**src/rtl/exc_pkg.sv**
```systemverilog
// Shared types and default tables for the exception entry controller.
package exc_pkg;

    typedef enum logic [1:0] {
        EXC_TRAP = 2'd0,
        EXC_SWI  = 2'd1,
        EXC_NMI  = 2'd2,
        EXC_IRQ  = 2'd3
    } exc_kind_e;

    // Default set of implemented second-page codes: multiples of 5 plus 1 and 2 (54 codes).
    function automatic logic [255:0] p2_default_mask();
        logic [255:0] m;
        m = '0;
        for (int c = 0; c < 256; c++) begin
            m[c] = ((c % 5) == 0) || (c == 1) || (c == 2);
        end
        return m;
    endfunction

endpackage

```
**src/rtl/exc_p2_check.sv**
```systemverilog
// Flags a second-page opcode whose code is not in the implemented set.
// Assumes: code is only meaningful while is_p2 is high; purely combinational.
module exc_p2_check #(
    parameter int          CODE_W = 8,
    parameter logic [255:0] VALID = exc_pkg::p2_default_mask()
) (
    input  logic              is_p2,
    input  logic [CODE_W-1:0] code,
    output logic              bad
);
    localparam int N_CODES = 1 << CODE_W;

    logic [N_CODES-1:0] valid_tab;

    // Trim the table to the code space.
    assign valid_tab = VALID[N_CODES-1:0];

    // Unimplemented when on page 2 and the table bit is clear.
    always_comb begin
        bad = is_p2 && !valid_tab[code];
    end
endmodule

```
**src/rtl/exc_arb.sv**
```systemverilog
// Fixed-priority selector: request index 0 wins, then 1, and so on.
// Assumes: requests are already qualified by their masks; purely combinational.
module exc_arb #(
    parameter int N = 4,
    localparam int IDX_W = (N > 1) ? $clog2(N) : 1
) (
    input  logic [N-1:0]     req,
    output logic             any,
    output logic [IDX_W-1:0] idx
);
    logic [N:0] seen;

    assign seen[0] = 1'b0;

    // Accumulate "some higher-priority request is present" down the chain.
    for (genvar g = 0; g < N; g++) begin : g_chain
        assign seen[g+1] = seen[g] | req[g];
    end

    assign any = seen[N];

    // Encode the lowest set index.
    always_comb begin
        idx = '0;
        for (int k = N - 1; k >= 0; k--) begin
            if (req[k]) idx = IDX_W'(k);
        end
    end
endmodule

```
**src/rtl/exc_shadow.sv**
```systemverilog
// Small LIFO of saved mask pairs; pushing when full discards the oldest entry.
// Assumes: push and pop are never asserted together; pop on empty is ignored.
module exc_shadow #(
    parameter int DEPTH = 2,
    parameter int W     = 2,
    localparam int CNT_W = $clog2(DEPTH + 1)
) (
    input  logic         clk,
    input  logic         rst_n,
    input  logic         push,
    input  logic [W-1:0] push_data,
    input  logic         pop,
    output logic [W-1:0] top,
    output logic         nonempty
);
    logic [W-1:0] ent [DEPTH];
    logic [CNT_W-1:0] cnt;

    assign top      = ent[0];
    assign nonempty = (cnt != '0);

    // Occupancy counter, saturating at DEPTH.
    always_ff @(posedge clk) begin
        if (!rst_n) cnt <= '0;
        else if (push && cnt != CNT_W'(DEPTH)) cnt <= cnt + 1'b1;
        else if (pop && nonempty) cnt <= cnt - 1'b1;
    end

    // Entry 0 is the head: it is loaded on push and refilled from entry 1 on pop.
    always_ff @(posedge clk) begin
        if (!rst_n) ent[0] <= '0;
        else if (push) ent[0] <= push_data;
        else if (pop && nonempty) ent[0] <= (DEPTH > 1) ? ent[1 % DEPTH] : '0;
    end

    // Deeper entries shift down on push and up on pop.
    for (genvar g = 1; g < DEPTH; g++) begin : g_ent
        always_ff @(posedge clk) begin
            if (!rst_n) ent[g] <= '0;
            else if (push) ent[g] <= ent[g-1];
            else if (pop && nonempty) ent[g] <= (g + 1 < DEPTH) ? ent[(g + 1) % DEPTH] : '0;
        end
    end
endmodule

```
**src/rtl/exc_ctl.sv**
```systemverilog
// Exception entry and interrupt mask controller.
// At each instruction boundary it picks at most one exception (trap, software,
// nonmaskable, maskable), registers its vector and return address, and waits
// for stack_done before updating the masks. rti restores masks from a shadow stack.
// Assumes: rti and ccr_wr are one-cycle strobes from the decoder; stack_done
// arrives only while busy.
module exc_ctl #(
    parameter int           ADDR_W       = 16,
    parameter int           SHADOW_DEPTH = 2,
    parameter logic [255:0] P2_VALID     = exc_pkg::p2_default_mask(),
    parameter logic [ADDR_W-1:0] VEC_TRAP = 16'hFFF8,
    parameter logic [ADDR_W-1:0] VEC_SWI  = 16'hFFF6,
    parameter logic [ADDR_W-1:0] VEC_NMI  = 16'hFFF4,
    parameter logic [ADDR_W-1:0] VEC_IRQ  = 16'hFFF2
) (
    input  logic              clk,
    input  logic              rst_n,
    input  logic              insn_valid,
    input  logic              insn_p2,
    input  logic [7:0]        insn_code,
    input  logic              insn_swi,
    input  logic [ADDR_W-1:0] insn_pc,
    input  logic [ADDR_W-1:0] insn_next_pc,
    input  logic              nmi_req,
    input  logic              irq_req,
    input  logic              stack_done,
    input  logic              rti,
    input  logic              ccr_wr,
    input  logic              ccr_wx,
    input  logic              ccr_wi,
    output logic              take,
    output logic [1:0]        take_kind,
    output logic [ADDR_W-1:0] vec_addr,
    output logic [ADDR_W-1:0] ret_addr,
    output logic              busy,
    output logic              mask_x,
    output logic              mask_i
);
    import exc_pkg::*;

    localparam int N_SRC = 4;
    localparam int IDX_W = $clog2(N_SRC);

    logic             bad_op;
    logic [N_SRC-1:0] src_req;
    logic             src_any;
    logic [IDX_W-1:0] src_idx;
    logic             start;
    logic             ctrl_ok;
    logic [1:0]       shadow_top;
    logic             shadow_ne;
    logic             do_pop;
    exc_kind_e        kind_sel;
    logic [ADDR_W-1:0] vec_sel;
    logic [ADDR_W-1:0] ret_sel;

    exc_p2_check #(.CODE_W(8), .VALID(P2_VALID)) u_p2 (
        .is_p2 (insn_p2),
        .code  (insn_code),
        .bad   (bad_op)
    );

    // Qualify each source with its mask; index order is the priority order.
    always_comb begin
        src_req[EXC_TRAP] = bad_op;
        src_req[EXC_SWI]  = insn_swi && !insn_p2;
        src_req[EXC_NMI]  = nmi_req && !mask_x;
        src_req[EXC_IRQ]  = irq_req && !mask_i;
    end

    exc_arb #(.N(N_SRC)) u_arb (
        .req (src_req),
        .any (src_any),
        .idx (src_idx)
    );

    // A take point is a boundary while idle and free of control strobes.
    assign start   = insn_valid && !busy && src_any && !rti && !ccr_wr;
    assign ctrl_ok = !busy;
    assign do_pop  = ctrl_ok && rti && shadow_ne;

    // Map the winning source to its vector and return address.
    always_comb begin
        kind_sel = exc_kind_e'(src_idx);
        case (kind_sel)
            EXC_TRAP: vec_sel = VEC_TRAP;
            EXC_SWI:  vec_sel = VEC_SWI;
            EXC_NMI:  vec_sel = VEC_NMI;
            default:  vec_sel = VEC_IRQ;
        endcase
        ret_sel = (kind_sel == EXC_TRAP || kind_sel == EXC_SWI) ? insn_next_pc : insn_pc;
    end

    exc_shadow #(.DEPTH(SHADOW_DEPTH), .W(2)) u_shadow (
        .clk       (clk),
        .rst_n     (rst_n),
        .push      (start),
        .push_data ({mask_x, mask_i}),
        .pop       (do_pop),
        .top       (shadow_top),
        .nonempty  (shadow_ne)
    );

    // Entry pulse and the registered description of the exception taken.
    always_ff @(posedge clk) begin
        if (!rst_n) begin
            take      <= 1'b0;
            take_kind <= 2'd0;
            vec_addr  <= '0;
            ret_addr  <= '0;
        end else begin
            take <= start;
            if (start) begin
                take_kind <= kind_sel;
                vec_addr  <= vec_sel;
                ret_addr  <= ret_sel;
            end
        end
    end

    // Busy from entry until stacking completes.
    always_ff @(posedge clk) begin
        if (!rst_n) busy <= 1'b0;
        else if (start) busy <= 1'b1;
        else if (stack_done) busy <= 1'b0;
    end

    // Mask flags: set after stacking, restored by rti, X only clearable by software.
    always_ff @(posedge clk) begin
        if (!rst_n) begin
            mask_x <= 1'b1;
            mask_i <= 1'b1;
        end else if (busy && stack_done) begin
            mask_i <= 1'b1;
            if (take_kind == EXC_NMI) mask_x <= 1'b1;
        end else if (do_pop) begin
            mask_x <= shadow_top[1];
            mask_i <= shadow_top[0];
        end else if (ctrl_ok && ccr_wr && !rti) begin
            mask_x <= mask_x & ccr_wx;
            mask_i <= ccr_wi;
        end
    end
endmodule

```
**config.mk**
```make
export PLATFORM = sky130hd
export DESIGN_NAME = exc_ctl
export DESIGN_NICKNAME = d
export VERILOG_FILES = /design/src/rtl/exc_pkg.sv /design/src/rtl/exc_p2_check.sv /design/src/rtl/exc_arb.sv /design/src/rtl/exc_shadow.sv /design/src/rtl/exc_ctl.sv
export SDC_FILE = /design/constraint.sdc
export NUM_CORES = 1
export LEC_CHECK = 0
export ABC_AREA = 1
export ABC_CLOCK_PERIOD_IN_PS = 2900
export BUFFER_PORTS_ARGS = -buffer_cell sky130_fd_sc_hd__clkbuf_2
export CORE_ASPECT_RATIO = 1.1
export CORE_MARGIN = 1
export CORE_UTILIZATION = 46
export DETAILED_ROUTE_END_ITERATION = 7
export PLACE_DENSITY = 0.78
export RECOVER_POWER = 50
export SLEW_MARGIN = 20
export SYNTH_ARGS = -nofsm -noshare
export SYNTH_HDL_FRONTEND = slang
export SYNTH_SLANG_ARGS = --single-unit
```
**constraint.sdc**
```tcl
create_clock -name clk -period 2.9 [get_ports clk]
set_clock_uncertainty 0.05 [all_clocks]
set_input_delay 0.145 -clock clk [delete_from_list [all_inputs] [get_ports clk]]
set_output_delay 0.145 -clock clk [all_outputs]
set_load 0.02 [all_outputs]
```
# [Word-level counts from Yosys, hierarchy flattened]
# Memories as Yosys holds them, arrays and structs flattened.
# Index checks and enable logic that the tools add are counted.
[word_totals] reg_bits=40 ram_bits=4 rom_bits=256 input_bits=52 out_inout_bits=38 word_cells=87 n_memories=2
[op_classes] n_addsub=2 n_lt_le_gt_ge=1 n_eq_ne=5 mux=29 n_bitwise=9 n_reduce_logical=31
[mem_list] memory="(no name shown)" words=256 word_bits=1 read_ports=1 rd_clocked_by_memory_dff=0 write_ports=0 line_no="exc_p2_check.sv:20" rtl="bad = is_p2 && !valid_tab[code];"
[mem_list] memory="u_shadow.ent" words=2 word_bits=2 read_ports=2 rd_clocked_by_memory_dff=0 write_ports=2 line_no="exc_shadow.sv:16" rtl="logic [W-1:0] ent [DEPTH];"
[ops] operator="$mux W2" count=10
[ops] operator="$mux W1" count=17
[ops] operator="$mux W16" count=1
[ops] operator="$logic_and A1 B1 Y1" count=15
[ops] operator="$pmux W4 S3" count=1
[ops] operator="$lt A8 B9 Y1 const B" count=1
[ops] operator="$reduce_bool A2 Y1" count=4
[ops] operator="$logic_not A1 Y1" count=7
[ops] operator="$or A1 B1 Y1" count=7
[ops] operator="$eq A2 B2 Y1 const B" count=2
[ops] operator="$reduce_bool A3 Y1" count=1
[ops] operator="$add A2 B1 Y2 const B" count=1
[ops] operator="$eq A2 B1 Y1 const B" count=1
[ops] operator="$logic_not A2 Y1" count=1
[ops] operator="$ne A2 B1 Y1 const B" count=1
[ops] operator="$ne A2 B2 Y1 const B" count=1
[ops] operator="$reduce_and A2 Y1" count=1
[ops] operator="$reduce_or A2 Y1" count=1
[ops] operator="$sub A2 B1 Y2 const B" count=1
[ops] operator="$and A1 B1 Y1" count=1
[ops] operator="$logic_or A1 B1 Y1" count=1
[ops] operator="$not A1 Y1" count=1

# [Depth between registers and ports, before layout]
# Gate-level depths: netlist of the first run.
[depth] depth_word=15 ltp_mapped=19 ltp_nobuf=17

# [Hierarchy]
# From an unflattened synthesis of the first run, not the netlist that was laid out.
[unflattened] cells_unflattened=357 area_unflattened_um2=2138.3
[by_module_without_submodules] mod="exc_ctl" n_inst=1 cells_each=247 area_each_um2=1517.7 seq_area_each_um2=520.5
[by_module_without_submodules] mod="exc_shadow" n_inst=1 cells_each=38 area_each_um2=306.5 seq_area_each_um2=160.2
[by_module_without_submodules] mod="exc_p2_check" n_inst=1 cells_each=64 area_each_um2=277.8 seq_area_each_um2=0.0
[by_module_without_submodules] mod="exc_arb" n_inst=1 cells_each=8 area_each_um2=36.3 seq_area_each_um2=0.0

# [Worst setup path before layout of the first run]
# Ideal clock, no wire load.
[synth_timing] kind="in2reg" from="in insn_code[1]" to="reg ret_addr[11]" setup_ns=0.113 arrival_time_ns=2.262 t_required_ns=2.737 path_slack_ns=0.476 stages=17 path_buffers=2 cell_sequence="inv_1 -> nand3_1 -> nand3_1 -> nand2_1 -> nand2_1 -> nand3_1 -> nand3_1 -> nand3_2 -> nand3_2 -> o21ai_0 -> ha_1 -> or2_2 -> buf_2 -> clkbuf_1 -> mux2_2 -> nand2_1 -> nand2_1"
[synth_between] elab_chain_len=10 word_cells_on_any_way=15 cone_classes="eq/ne (1); mux (3); bitwise (3); reduce/logical (7); memory (1)"
[synth_lines] element="from (decl)" line_no="exc_ctl.sv:20" rtl="input logic [7:0] insn_code,"
[synth_lines] element="$mem_v2 Z256 W1 (*)"
[synth_lines] element="$mux W1 (not written as such) (*)" line_no="exc_p2_check.sv:20"
[synth_lines] element="$logic_not A1 Y1 (*)" line_no="exc_p2_check.sv:20"
[synth_lines] element="$logic_and A1 B1 Y1 (*)" line_no="exc_p2_check.sv:20"
[synth_lines] element="$or A1 B1 Y1 (3 in series)" line_no="exc_arb.sv:17" rtl="assign seen[g+1] = seen[g] | req[g];"
[synth_lines] element="$logic_and A1 B1 Y1 (3 in series)" line_no="exc_ctl.sv:78" rtl="assign start = insn_valid && !busy && src_any && !rti && !ccr_wr;"
[synth_lines] element="to (signal assigned)" line_no="exc_ctl.sv:116" rtl="ret_addr <= ret_sel;"
[synth_lines] element="to (decl)" line_no="exc_ctl.sv:34" rtl="output logic [ADDR_W-1:0] ret_addr,"
# Every way passes the cells marked *; elsewhere a longest branch is shown, timed or not. The select of a mux whose other input is x is not followed.
# A chain may end at the register's enable or synchronous reset.

# [Worst setup path in the final report of the first run]
[layout_timing] from="in insn_code[0]" to="reg ret_addr[10]"
# Same word-level chain as after synthesis.

==> summary.md, run 1 <==
| Metric | Value |
|---|---|
| Area of the die | 0.00431 mm2 |
| Hold Path Class | input port to register |
| Ys Warns | 0 |
| Synth Area per Inst | 7.18 um2 |
| Fin. max-slew vios | 0 |
| Post_cts resized | 0 |
| Port-buffer cells | 88 |
| Crit path required time | 3020 ps |
| Clock Path Buffers | 2 |
| Post-layout min period | 2280 ps |
| Initial antenna violation count | 0 |
| Sink Count | 31 |
| Critical path launch point type | input port |
| Site Rows | 23 |
| Critical Path AT | 2410 ps |
| Die Span Y | 68.8 um |
| Met1 Use GR | approximately 23% |
| Share of cells above drive strength 1 | 25.0% |
| Hold-critical path depth | 2 |
| LEAKAGE | 1.15 nW |
| Worst Reg-to-Reg Cells | 9 |
| CTS tree | done |
| Via count | 1919 |
| Final WL | 4270 um |
| Fmax | 438 MHz |
| I/O Pins | 90 |
| GR peak layer | met2 |
| Final Worst Setup Slack | a little over 600 ps |
| Endpoints failing setup | 0 |
| TritonCTS buffer count | 5 |
| Largest net degree at the start of global routing | 33 |
| WS Path Type | input port to register |
| Placed cell area | around 0.0022 mm2 |
| Wire per inst | 11.1 um |
| Met2 Use GR | between 30% and 40% |
| HPWL after DPL | 3230 um |
| Most frequent cells in the layout | 81 x nand2_1, 52 x nand3_1, 52 x clkbuf_2 |
| Nets@finish | between 300 and 400 |
| PwrDens | around 470 mW/mm2 |
| N_diodes | 0 |
| Later-pin clock latency in the skew report | between 200 and 300 ps |
| Total GRT Usage | roughly a fifth |
| Filler cell count | 384 |
| Synth Net Count | between 300 and 400 |
| Finished Cell Area | 0.00229 mm2 |
| Cell count after synthesis | between 200 and 300 |
| Number of remaining DRC errors | 0 |
| Endpoints failing hold | 0 |
| Clk root buf | clkbuf_8 |
| Synth Register Bits | 31 |
| Register area share after synthesis | 35.4% |
| Peak VDD IR | 0.000247 V |
| Outcome | finished clean |
| Core area | 0.00377 mm2 |
| Worst-path clk slew | roughly 60 ps |
| Synth-to-Final Area Change | 22.7% |
| Initial core utilization | about half |
| Worst slew pin tran | 682 ps |
| Unrepaired setup endpoints after global routing | false |
| Post-Syn Area | 0.00187 mm2 |
| Die width | 62.7 um |
| Number of DRC markers in iteration 0 | 122 |
| First-pass GRT wire length | 6950 um |
| Max-Cap Viols | 0 |
| Post-CTS setup buffers | 0 |
| Vias in the first global route | 1672 |
| DRT antenna net count | 0 |
| Period utilization | 78.8% |
| Cell variety after synth | 26 |
| Crit Path Max Fanout | 16 |
| Total grt overflow | 0 |
| Max-slew headroom | between 50 and 60% |
| GPL Wtd Cong | between 0.8 and 0.9 |
| Met3 Use GR | 4.93% |
| # hold bufs at CTS | 0 |
| Vias/cell | 4.97 |
| Htree depth | 2 |
| Most common cell after layout, fill and taps aside | nand2_1 |
| CP endpoint kind | register |
| Pre-CTS WS | between 300 and 400 ps |
| Setup TNS | 0 ps |
| First-pass iteration count of the detailed router | 4 |
==> critical path, cell delays in order <==
cell      delay [ps]
clkbuf_2         130
inv_2             90
nand2_1           60
nand2_1           70
nand2_1           50
nand2_1           90
nand3_1          100
nand2_1           70
nand2_1           50
nand3_1           70
nand3_1           80
nand3_2          100
o21ai_0          150
ha_1             230
or2_2            470
mux2_2           330
nand2_1           70
nand2_1           40
==> path summary, 6_finish.rpt <==
kind	start	to	slack, ps
worst max-delay path	insn_code[0]	ret_addr[10]	620
worst min-delay path	stack_done	busy	20
worst max register to register	mask_i	ret_addr[10]	830
worst min register to register	ret_addr[9]	ret_addr[9]	420
==> power by group <==
part / total (W) / internal [W] / switching (W)
clock network: 0.000370 / 0.000216 / 0.000154
logic: 0.000237 / 0.0000962 / 0.000141
registers: 0.000467 / 0.000455 / 0.0000120
total: 0.00107 / 0.000767 / 0.000307
==> sequential cells by signal, indices dropped and copies added, names as in the netlist <==
signal        count
u_shadow.cnt      2
busy              1
take_kind         1
u_shadow.ent      4
take              1
mask_i            1
vec_addr          4
mask_x            1
ret_addr         16
==> metrics by stage <==
stage               util (%)  total power (W)  hold slack (ps)  std cells
finish                  60.7          0.00107             22.0        386
global route            60.7          0.00113             49.9        386
CTS                     61.9          0.00109             19.3        386
detailed placement      59.3         0.000719              315        378
global placement        59.3         0.000716              307        378
floorplan                  -         0.000649              206        260
==> kinds of logic (layout without fill, tap and decap cells) <==
kind of cell | count (synthesis) | in the layout | synth area share (%)
AOI/OAI and AO/OA | 15 | 15 | 4.49
and+or+nand+nor | 152 | 152 | 36.8
muxes | 16 | 16 | 9.66
DFF | 31 | 31 | 35.4
buffers and inverters | 43 | 119 | 12.1
adders and majority gates | 2 | 2 | 1.34
other | 1 | 1 | 0.201
==> cell usage after synthesis <==
| master | instances | area share [%] |
|---|---|---|
| buf_4 | 14 | 5.6 |
| inv_1 | 19 | 3.8 |
| nand2_4 | 1 | 0.60 |
| nand2_1 | 81 | 16 |
| o2111ai_1 | 1 | 0.47 |
| inv_2 | 2 | 0.40 |
| o21ai_0 | 9 | 2.4 |
| or2_2 | 1 | 0.34 |
| nand3_2 | 2 | 1.1 |
| nor3_1 | 2 | 0.54 |
| clkbuf_1 | 4 | 0.80 |
| nor2_1 | 8 | 1.6 |
| edfxtp_1 | 4 | 6.4 |
| buf_6 | 1 | 0.60 |
| nand3b_1 | 1 | 0.40 |
| nand4_1 | 3 | 1.0 |
| o211ai_1 | 2 | 0.80 |
| nand3_4 | 1 | 0.94 |
| buf_2 | 2 | 0.54 |
| nand3_1 | 52 | 14 |
| inv_4 | 1 | 0.34 |
| a21oi_1 | 3 | 0.80 |
| dfxtp_1 | 27 | 29 |
| ha_1 | 2 | 1.3 |
| mux2_2 | 16 | 9.7 |
| conb_1 | 1 | 0.20 |
==> final cells by class <==
| type | count | area [um2] | area share [%] |
|---|---|---|---|
| Sequential cell | 31 | 661 | 28.9 |
| Inverter | 22 | 85.1 | 3.72 |
| Clock buffer | 8 | 100 | 4.37 |
| Timing Repair Buffer | 89 | 403 | 17.6 |
| Multi-Input combinational cell | 186 | 978 | 42.7 |
| Tap cell | 50 | 62.6 | 2.73 |
==> layer usage <==
metal,up-vias,part of all wire (%)
li1,994,-
met1,855,43
met2,65,51
met3,5,5.4
met4,0,0.63
met5,-,0
(Power assumes the default switching activity.)
==> run 2, diff against run 1 <==
ABC_AREA = 0   (was 1)
ABC_CLOCK_PERIOD_IN_PS = 2000   (was 2900)
CORE_UTILIZATION = 44   (was 46)
PLACE_DENSITY = 0.74   (was 0.78)
clock period = 2 ns   (was 2.9 ns; I/O delays follow)
==> run 2 against run 1 <==
  * The flow now finishes with violations (design-rule violations, negative setup slack)
  * Sequential cell count unchanged
  * Power increased by 75%
  * Synthesized cell count increased by 3.1%
  * Highest routed layer unchanged
  * Non-clock buffer count increased by 47
  * Sequential power increased by 45%
  * Die area increased by 27%
  * Register-to-register slack got worse by 840 ps
  * First-iteration DRC count increased by 93%
==> summary.md, run 2 <==
| Metric | Value |
|---|---|
| Endpoints failing hold | 0 (unchanged) |
| Met2 routed WL | 3800 um (+74%) |
| Wire per inst | 16.4 um (+49%) |
| Initial antenna violation count | 0 (unchanged) |
| Area leader, netlist | dfxtp_1 |
| Most frequent cells in the layout | 65 x clkbuf_2, 35 x buf_4, 27 x dfxtp_1 |
| Top flop regs | ret_addr x16, u_shadow.ent x4, vec_addr x4 |
| Post-layout min period | 2360 ps |
| Flop2flop setup slack | -10 ps (-840 ps) |
| Fin. max-slew vios | 0 (unchanged) |
| Area of the die | 0.00547 mm2 (+27%) |
| LEAKAGE | 1.34 nW (+16%) |
| Total grt overflow | 0 (unchanged) |
| # hold bufs at CTS | 0 (unchanged) |
| Period utilization | 118% |
| Failing checks | design-rule violations, negative setup slack |
| Top sig layer | met4 |
| Main synth FF type | dfxtp_1 |
| Register area share after synthesis | 29.0% (-6.4 points) |
| N_diodes | 0 (unchanged) |
| CP endpoint kind | register |
| Simple-gate area share of the yosys netlist | 20.9% (-16 points) |
| Unrepaired setup endpoints after global routing | true |
| Vias/cell | 5.81 (+17%) |
| Setup TNS | -6930 ps (-6930 ps) |
| Flip-flop count of the largest register after layout | 16 (unchanged) |
| I/O Pins | 90 (unchanged) |
| Synth Register Bits | 31 (unchanged) |
| Crit path required time | 2140 ps (-880 ps) |
| WHS | 16.1 ps (-5.82 ps) |
| GPL Wtd Cong | 0.928 (+9.4%) |
| TritonCTS buffer count | 5 (unchanged) |
| WS Path Type | input port to register |
| Later-pin clock latency in the skew report | 280 ps (about the same) |
| Clock Path Buffers | 2 (unchanged) |
| Final WL | 7180 um (+68%) |
| Die width | 70.6 um (+13%) |
| Critical Path AT | 2500 ps (+90 ps) |
| Vias in the first global route | 2338 (+40%) |
| Synth Area per Inst | 8.51 um2 (+19%) |
| Endpoints failing setup | 30 (+30) |
| Largest net degree at the start of global routing | 24 (-27%) |
| DRT antenna net count | 0 (unchanged) |
| Number of DRC markers in iteration 0 | 235 (+93%) |
| Worst slew pin tran | 551 ps (-131 ps) |
| HPWL after DPL | 4670 um (+45%) |
| Post-Syn Area | 0.00228 mm2 (+22%) |
| Top-area cell type share of the netlist area | 23.7% (-5.3 points) |
| Number of remaining DRC errors | 19 (+19) |
| Synth Net Count | 322 (+2.5%) |
| Post-synth EDFFs | 4 (unchanged) |
| Max-slew headroom | 62.9% (+8.7 points) |
| Metal3 WL | 443 um (+91%) |
| Htree depth | 2 (unchanged) |
| M1 WL | 2760 um (+52%) |
| Filler cell count | 408 (+6.3%) |
| Cell variety after synth | 61 (+130%) |
| Ys Warns | 0 (unchanged) |
| PwrDens | 564 mW/mm2 (+20%) |
| CTS tree | done |
| Synth top cells by count | 27 x dfxtp_1, 27 x nand2_1, 24 x o21ai_0 |
| Largest family of logic cells by synthesized area | compound AO/OA/AOI/OAI gates |
| Hold Path Class | input port to register |
| Peak VDD IR | 0.000310 V (+26%) |
| Ys async rst share | 0% (unchanged) |
| Ranking of synthesized cells by area | dfxtp_1 24%, a311oi_2 6.6%, o21ai_0 5.3%, edfxtp_1 5.3%, buf_4 4.9% |
| First-pass iteration count of the detailed router | 6 (+2) |
| Largest Register | ret_addr |
| Core area | 0.00500 mm2 (+33%) |
| Max-Cap Viols | 0 (unchanged) |
| Critical path launch point type | input port |
| Final Worst Setup Slack | -362 ps (-977 ps) |
| Synth-to-Final Area Change | 46.1% |
| Outcome | finished with violations |
| Most common cell after layout, fill and taps aside | clkbuf_2 |
| Total GRT Usage | 23.8% (+3.2 points) |
| Share of cells above drive strength 1 | 50.1% (+25 points) |
| Mux contribution to synthesized area | 2.69% (-7.0 points) |
| Crit Path Max Fanout | 8 (-8) |
| Die Span Y | 77.5 um (+13%) |
| Port-buffer cells | 88 (unchanged) |
| Via count | 2541 (+32%) |
| Cell count after synthesis | 268 (+3.1%) |
| Synth Area in Compound Gates | 32.7% (+28 points) |
| Clk root buf | clkbuf_8 |
| Post-Synth Adder-Cell Area | 1.10% (-0.24 points) |
| Fmax | roughly 420 MHz |
| First-pass GRT wire length | 10600 um (+52%) |
| Initial core utilization | 45.6% (-3.9 points) |
| Site Rows | 27 (+17%) |
| Post-Synth XOR/XNOR Area | 1.92% (+1.9 points) |
| Worst-path clk slew | 70 ps (about the same) |
| Sink Count | 31 (unchanged) |
| Nets@finish | 432 (+11%) |
-- run 2: area by class of cell --
type / instances / area [um2] / share of cell area, %
Clock buffer: 8 / 100 / 3.01
Inverter: 7 / 28.8 / 0.864
Multi-Input combinational cell: 197 / 1570 / 47.1
Sequential cell: 31 / 661 / 19.8
Tap cell: 58 / 72.6 / 2.18
Timing Repair Buffer: 136 / 900 / 27.0
-- run 2: critical path, cell delays in order --
cell and delay (ps):
buf_4 140, buf_6 130, and2b_2 220, mux2i_1 70
nor4_1 320, a211o_2 190, a31oi_4 90, and2_4 180
nor2_4 100, nand2_2 100, ha_4 220, nor2_4 170
clkbuf_16 190, nand2_2 40, a311oi_1 240
-- run 2: layer usage --
layer | track usage [%] | up-vias
met3 | 3.38 | 17
met2 | 44.8 | 120
li1 | - | 1211
met1 | 26.6 | 1193
met5 | 0 | -
met4 | 10.2 | 0
-- run 2: cells by family after synthesis --
kind of cell	after synthesis
adders and majority gates	2
AOI/OAI and AO/OA	95
buffers and inverters	40
other	1
DFF	31
muxes	6
xor gates and xnor gates	5
and+or+nand+nor	88
-- run 2: worst paths after layout --
check | from | end | depth (start not counted)
worst max register to register | mask_x | ret_addr[14] | 8
worst min register to register | vec_addr[2] | vec_addr[2] | 2
worst max-delay path | insn_code[4] | ret_addr[14] | 15
worst min-delay path | insn_pc[13] | ret_addr[13] | 3
-- run 2: stage by stage --
step	total power, W	worst slack, ps	util [%]	instance area [um2]	cells
final	0.00188	-362	66.6	3330	437
after global routing	0.00194	-435	66.6	3330	437
after CTS	0.00181	-305	63.1	3160	431
after detailed placement	0.00122	-626	57.9	2900	417
after global placement	0.00121	-547	57.9	2900	417
after floorplan	0.00103	-419	-	2320	268
-- run 2: repair_timing --
action	CTS	global route
gates cloned	1	1
endpoints found under the setup margin	30	31
pin swaps	7	23
buffers inserted	6	6
gates resized for setup	22	36
-- run 2: power by group --
part,total [W],internal [W],switching (W)
Sequential,0.000679,0.000659,0.0000200
Clock,0.000544,0.000314,0.000230
Combinational,0.000655,0.000302,0.000353
Total,0.00188,0.00127,0.000603
==> run 3, diff against run 2 <==
BUFFER_PORTS_ARGS = default   (was -buffer_cell sky130_fd_sc_hd__clkbuf_2)
CORE_UTILIZATION = 55   (was 44)
DONT_BUFFER_PORTS = 1   (was default)
GPL_TIMING_DRIVEN = 0   (was default)
PLACE_DENSITY = 0.71   (was 0.74)
==> run 3 against run 2 <==
  * The flow finishes with violations (negative setup slack)
  * Critical path depth is 3 lower
  * Die area is 19% lower
  * Global-route usage is 6.5 points higher
  * Via count is 8.4% lower
  * Power is 3.4% lower
  * Sequential power is 4.9% higher
  * Worst setup slack better by 120 ps
  * Final cell count is 15% lower
  * Wire length is 3.5% lower
  * Final area is 9.4% lower
  * Critical endpoint is now ret_addr[10]
  * Largest cell class unchanged
  * Largest power group unchanged
==> summary.md, run 3 (same netlist as run 2, synthesis figures left out) <==
| Metric | Value |
|---|---|
| Unrepaired setup endpoints after global routing | true |
| PwrDens | 601 mW/mm2 (+6.7%) |
| Fmax | 446 MHz (+5.2%) |
| Share of cells above drive strength 1 | 31.9% (-18 points) |
| Flop2flop setup slack | -60 ps (-50 ps) |
| Pre-CTS WS | -695 ps (-68.9 ps) |
| Fin. max-slew vios | 0 (unchanged) |
| Crit Path Max Fanout | 6 (-2) |
| Delay of the slowest critical-path stage | 430 ps (+110 ps) |
| Endpoints failing setup | 18 (-40%) |
| R2R Path Start | mask_x |
| Port-buffer cells | 0 (-100%) |
| Post-layout min period | 2240 ps (-117 ps) |
| Final Worst Setup Slack | -245 ps (+117 ps) |
| Clock Path Buffers | 2 (unchanged) |
| Initial antenna violation count | 0 (unchanged) |
| Wire per inst | 18.6 um (+13%) |
| Later-pin clock latency in the skew report | 280 ps (about the same) |
| Endpoints failing hold | 0 (unchanged) |
| Failing checks | negative setup slack |
| Worst path slowest cell | or4b_1 |
| First-pass iteration count of the detailed router | 4 (-2) |
| Crit Reg-Reg Endpoint | ret_addr[10] |
| Hold-critical path depth | 2 (-1) |
| Max-slew headroom | 54.6% (-8.3 points) |
| Site Rows | 24 (-11%) |
| Die width | 63.4 um (-10%) |
| Multi-input gate area | 0.00147 mm2 (-6.5%) |
| Htree depth | 2 (unchanged) |
| First-pass GRT wire length | 10500 um (-0.78%) |
| Critical Path AT | 2380 ps (-120 ps) |
| WS Path Type | input port to register |
| Hold Path Class | input port to register |
| TritonCTS buffer count | 5 (unchanged) |
| Number of DRC markers in iteration 0 | 191 (-19%) |
| LEAKAGE | 1.10 nW (-18%) |
| Peak VDD IR | 0.000397 V (+28%) |
| Family with the most delay on the worst path | simple AND/OR/NAND/NOR gates |
| Reg area | 662 um2 (+0.19%) |
| Final WL | 6930 um (-3.5%) |
| Min-Delay Endpoint | mask_i |
| Setup TNS | -3100 ps (+3830 ps) |
| Outcome | finished with violations |
| Core area | 0.00396 mm2 (-21%) |
| Worst slew pin tran | 681 ps (+130 ps) |
| Cell Chain, Critical Path | and2b_4 -> or4b_1 -> a31oi_1 -> o21a_2 -> a31oi_4 -> and2_4 -> or2_4 -> ha_4 -> nor2_4 -> clkbuf_8 -> nand2_1 -> a311oi_2 |
| Nets@finish | 373 (-14%) |
| Hold Crit Start | ccr_wi |
| Vias/cell | 6.26 (+7.6%) |
| Initial core utilization | 57.5% (+12 points) |
| Die Span Y | 69.5 um (-10%) |
| N_diodes | 0 (unchanged) |
| Sink Count | 31 (unchanged) |
| Clk root buf | clkbuf_8 |
| Critical path launch point type | input port |
| Worst Reg-to-Reg Cells | 8 (unchanged) |
| Crit path required time | 2140 ps (about the same) |
| Final cell utilization of the core | 76.1% (+9.5 points) |
| Worst-path clk slew | 70 ps (about the same) |
| Vias in the first global route | 2265 (-3.1%) |
| CP endpoint kind | register |
| Total grt overflow | 0 (unchanged) |
| Most frequent cells in the layout | 33 x dlygate4sd3_1, 26 x dfxtp_1, 24 x buf_4 |
| Via count | 2328 (-8.4%) |
| Period utilization | 112% (-5.9 points) |
| Largest net degree at the start of global routing | 14 (-42%) |
| DRT antenna net count | 0 (unchanged) |
| WHS | 5.83 ps (-10.3 ps) |
| Largest Register | ret_addr |
| Total GRT Usage | 30.4% (+6.5 points) |
| HPWL after DPL | 4040 um (-14%) |
| Synth-to-Final Area Change | 32.3% |
| Flip-flop count of the largest register after layout | 16 (unchanged) |
| I/O Pins | 90 (unchanged) |
| Area of the die | 0.00441 mm2 (-19%) |
| CTS tree | done |
| GPL Wtd Cong | 0.973 (+4.8%) |
| Top flop regs | ret_addr x16, u_shadow.ent x4, vec_addr x4 |
| Filler cell count | 278 (-32%) |
| Buf+Inv Stages, Crit Path | 1 (-2) |
| Max-Cap Viols | 0 (unchanged) |
| Most common cell after layout, fill and taps aside | dlygate4sd3_1 |
| Number of remaining DRC errors | 0 (-19) |
## run 3: cell types whose count changed in the layout (fill, tap and decap cells not counted), moves of 4 or more
| cell | change |
|---|---|
| buf_2 | +4 |
| buf_4 | -11 |
| clkbuf_1 | -18 |
| clkbuf_2 | -64 |
| dlygate4sd3_1 | +33 |
| nand3_1 | +4 |
| nand3_2 | -4 |
| o21ai_1 | +4 |
## run 3: layer usage
metal | vias up | wire (um) | share of wire (%) | track usage (%)
li1 | 1096 | - | - | -
met1 | 1114 | 2740 | 40 | 33.9
met2 | 104 | 3580 | 52 | 53.2
met3 | 14 | 456 | 6.6 | 8.22
met4 | 0 | 152 | 2.2 | 13.1
met5 | - | 0 | 0 | 0
## run 3: report_power, final
part / internal (W) / total, W / leakage (nW) / switching (W)
sequential: 0.000659 / 0.000712 / 0.261 / 0.0000533
clock: 0.000352 / 0.000591 / 0.0594 / 0.000238
combinational: 0.000238 / 0.000511 / 0.776 / 0.000273
## run 3: layout make-up
class	count	area share, %
Sequential cell	31	21.9
Buffer	33	8.59
Clock inverter	1	0.166
Multi-Input combinational cell	197	48.6
Timing Repair Buffer	44	14.0
Tap cell	52	2.16
Inverter	7	0.954
Clock buffer	7	3.57
## run 3: worst max path at each step
| stage | from | endpoint | slack [ps] | cells after the start |
|---|---|---|---|---|
| 6_report | insn_code[2] | ret_addr[10] | -240 | 12 |
| 5_1_grt | insn_code[2] | ret_addr[0] | -310 | 13 |
| 4_1_cts | insn_code[2] | ret_addr[8] | -220 | 12 |
| 3_5_place_dp | insn_code[3] | ret_addr[10] | -690 | 12 |
| 3_3_place_gp | insn_code[2] | ret_addr[12] | -640 | 13 |
| 2_1_floorplan | insn_code[2] | ret_addr[10] | -420 | 12 |
## run 3: worst reg2reg max path: stages (launching register included)
cell	delay [ps]
dfxtp_1	390
or2b_2	330
o21ai_1	220
nand2_2	140
ha_4	210
nor2_4	130
clkbuf_8	170
nand2_1	70
a311oi_2	250
## run 3: timing repair
item / in CTS / in global routing
buffers inserted: 8 / 2
pin swaps: 18 / 6
gates cloned: 1 / 0
endpoints found under the setup margin: 30 / 25
resized for setup: 18 / 17
endpoints found under the hold margin: 18 / 0
hold buffers: 33 / 0
## run 3: stage by stage
| stage | area [um2] | cells | power [W] |
|---|---|---|---|
| 3_5_place_dp | 2380 | 320 | 0.00110 |
| 4_1_cts | 2960 | 370 | 0.00178 |
| 5_1_grt | 3020 | 372 | 0.00188 |
| 6_report | 3020 | 372 | 0.00181 |
| 2_1_floorplan | 2320 | 268 | 0.00103 |
| 3_3_place_gp | 2380 | 320 | 0.00110 |
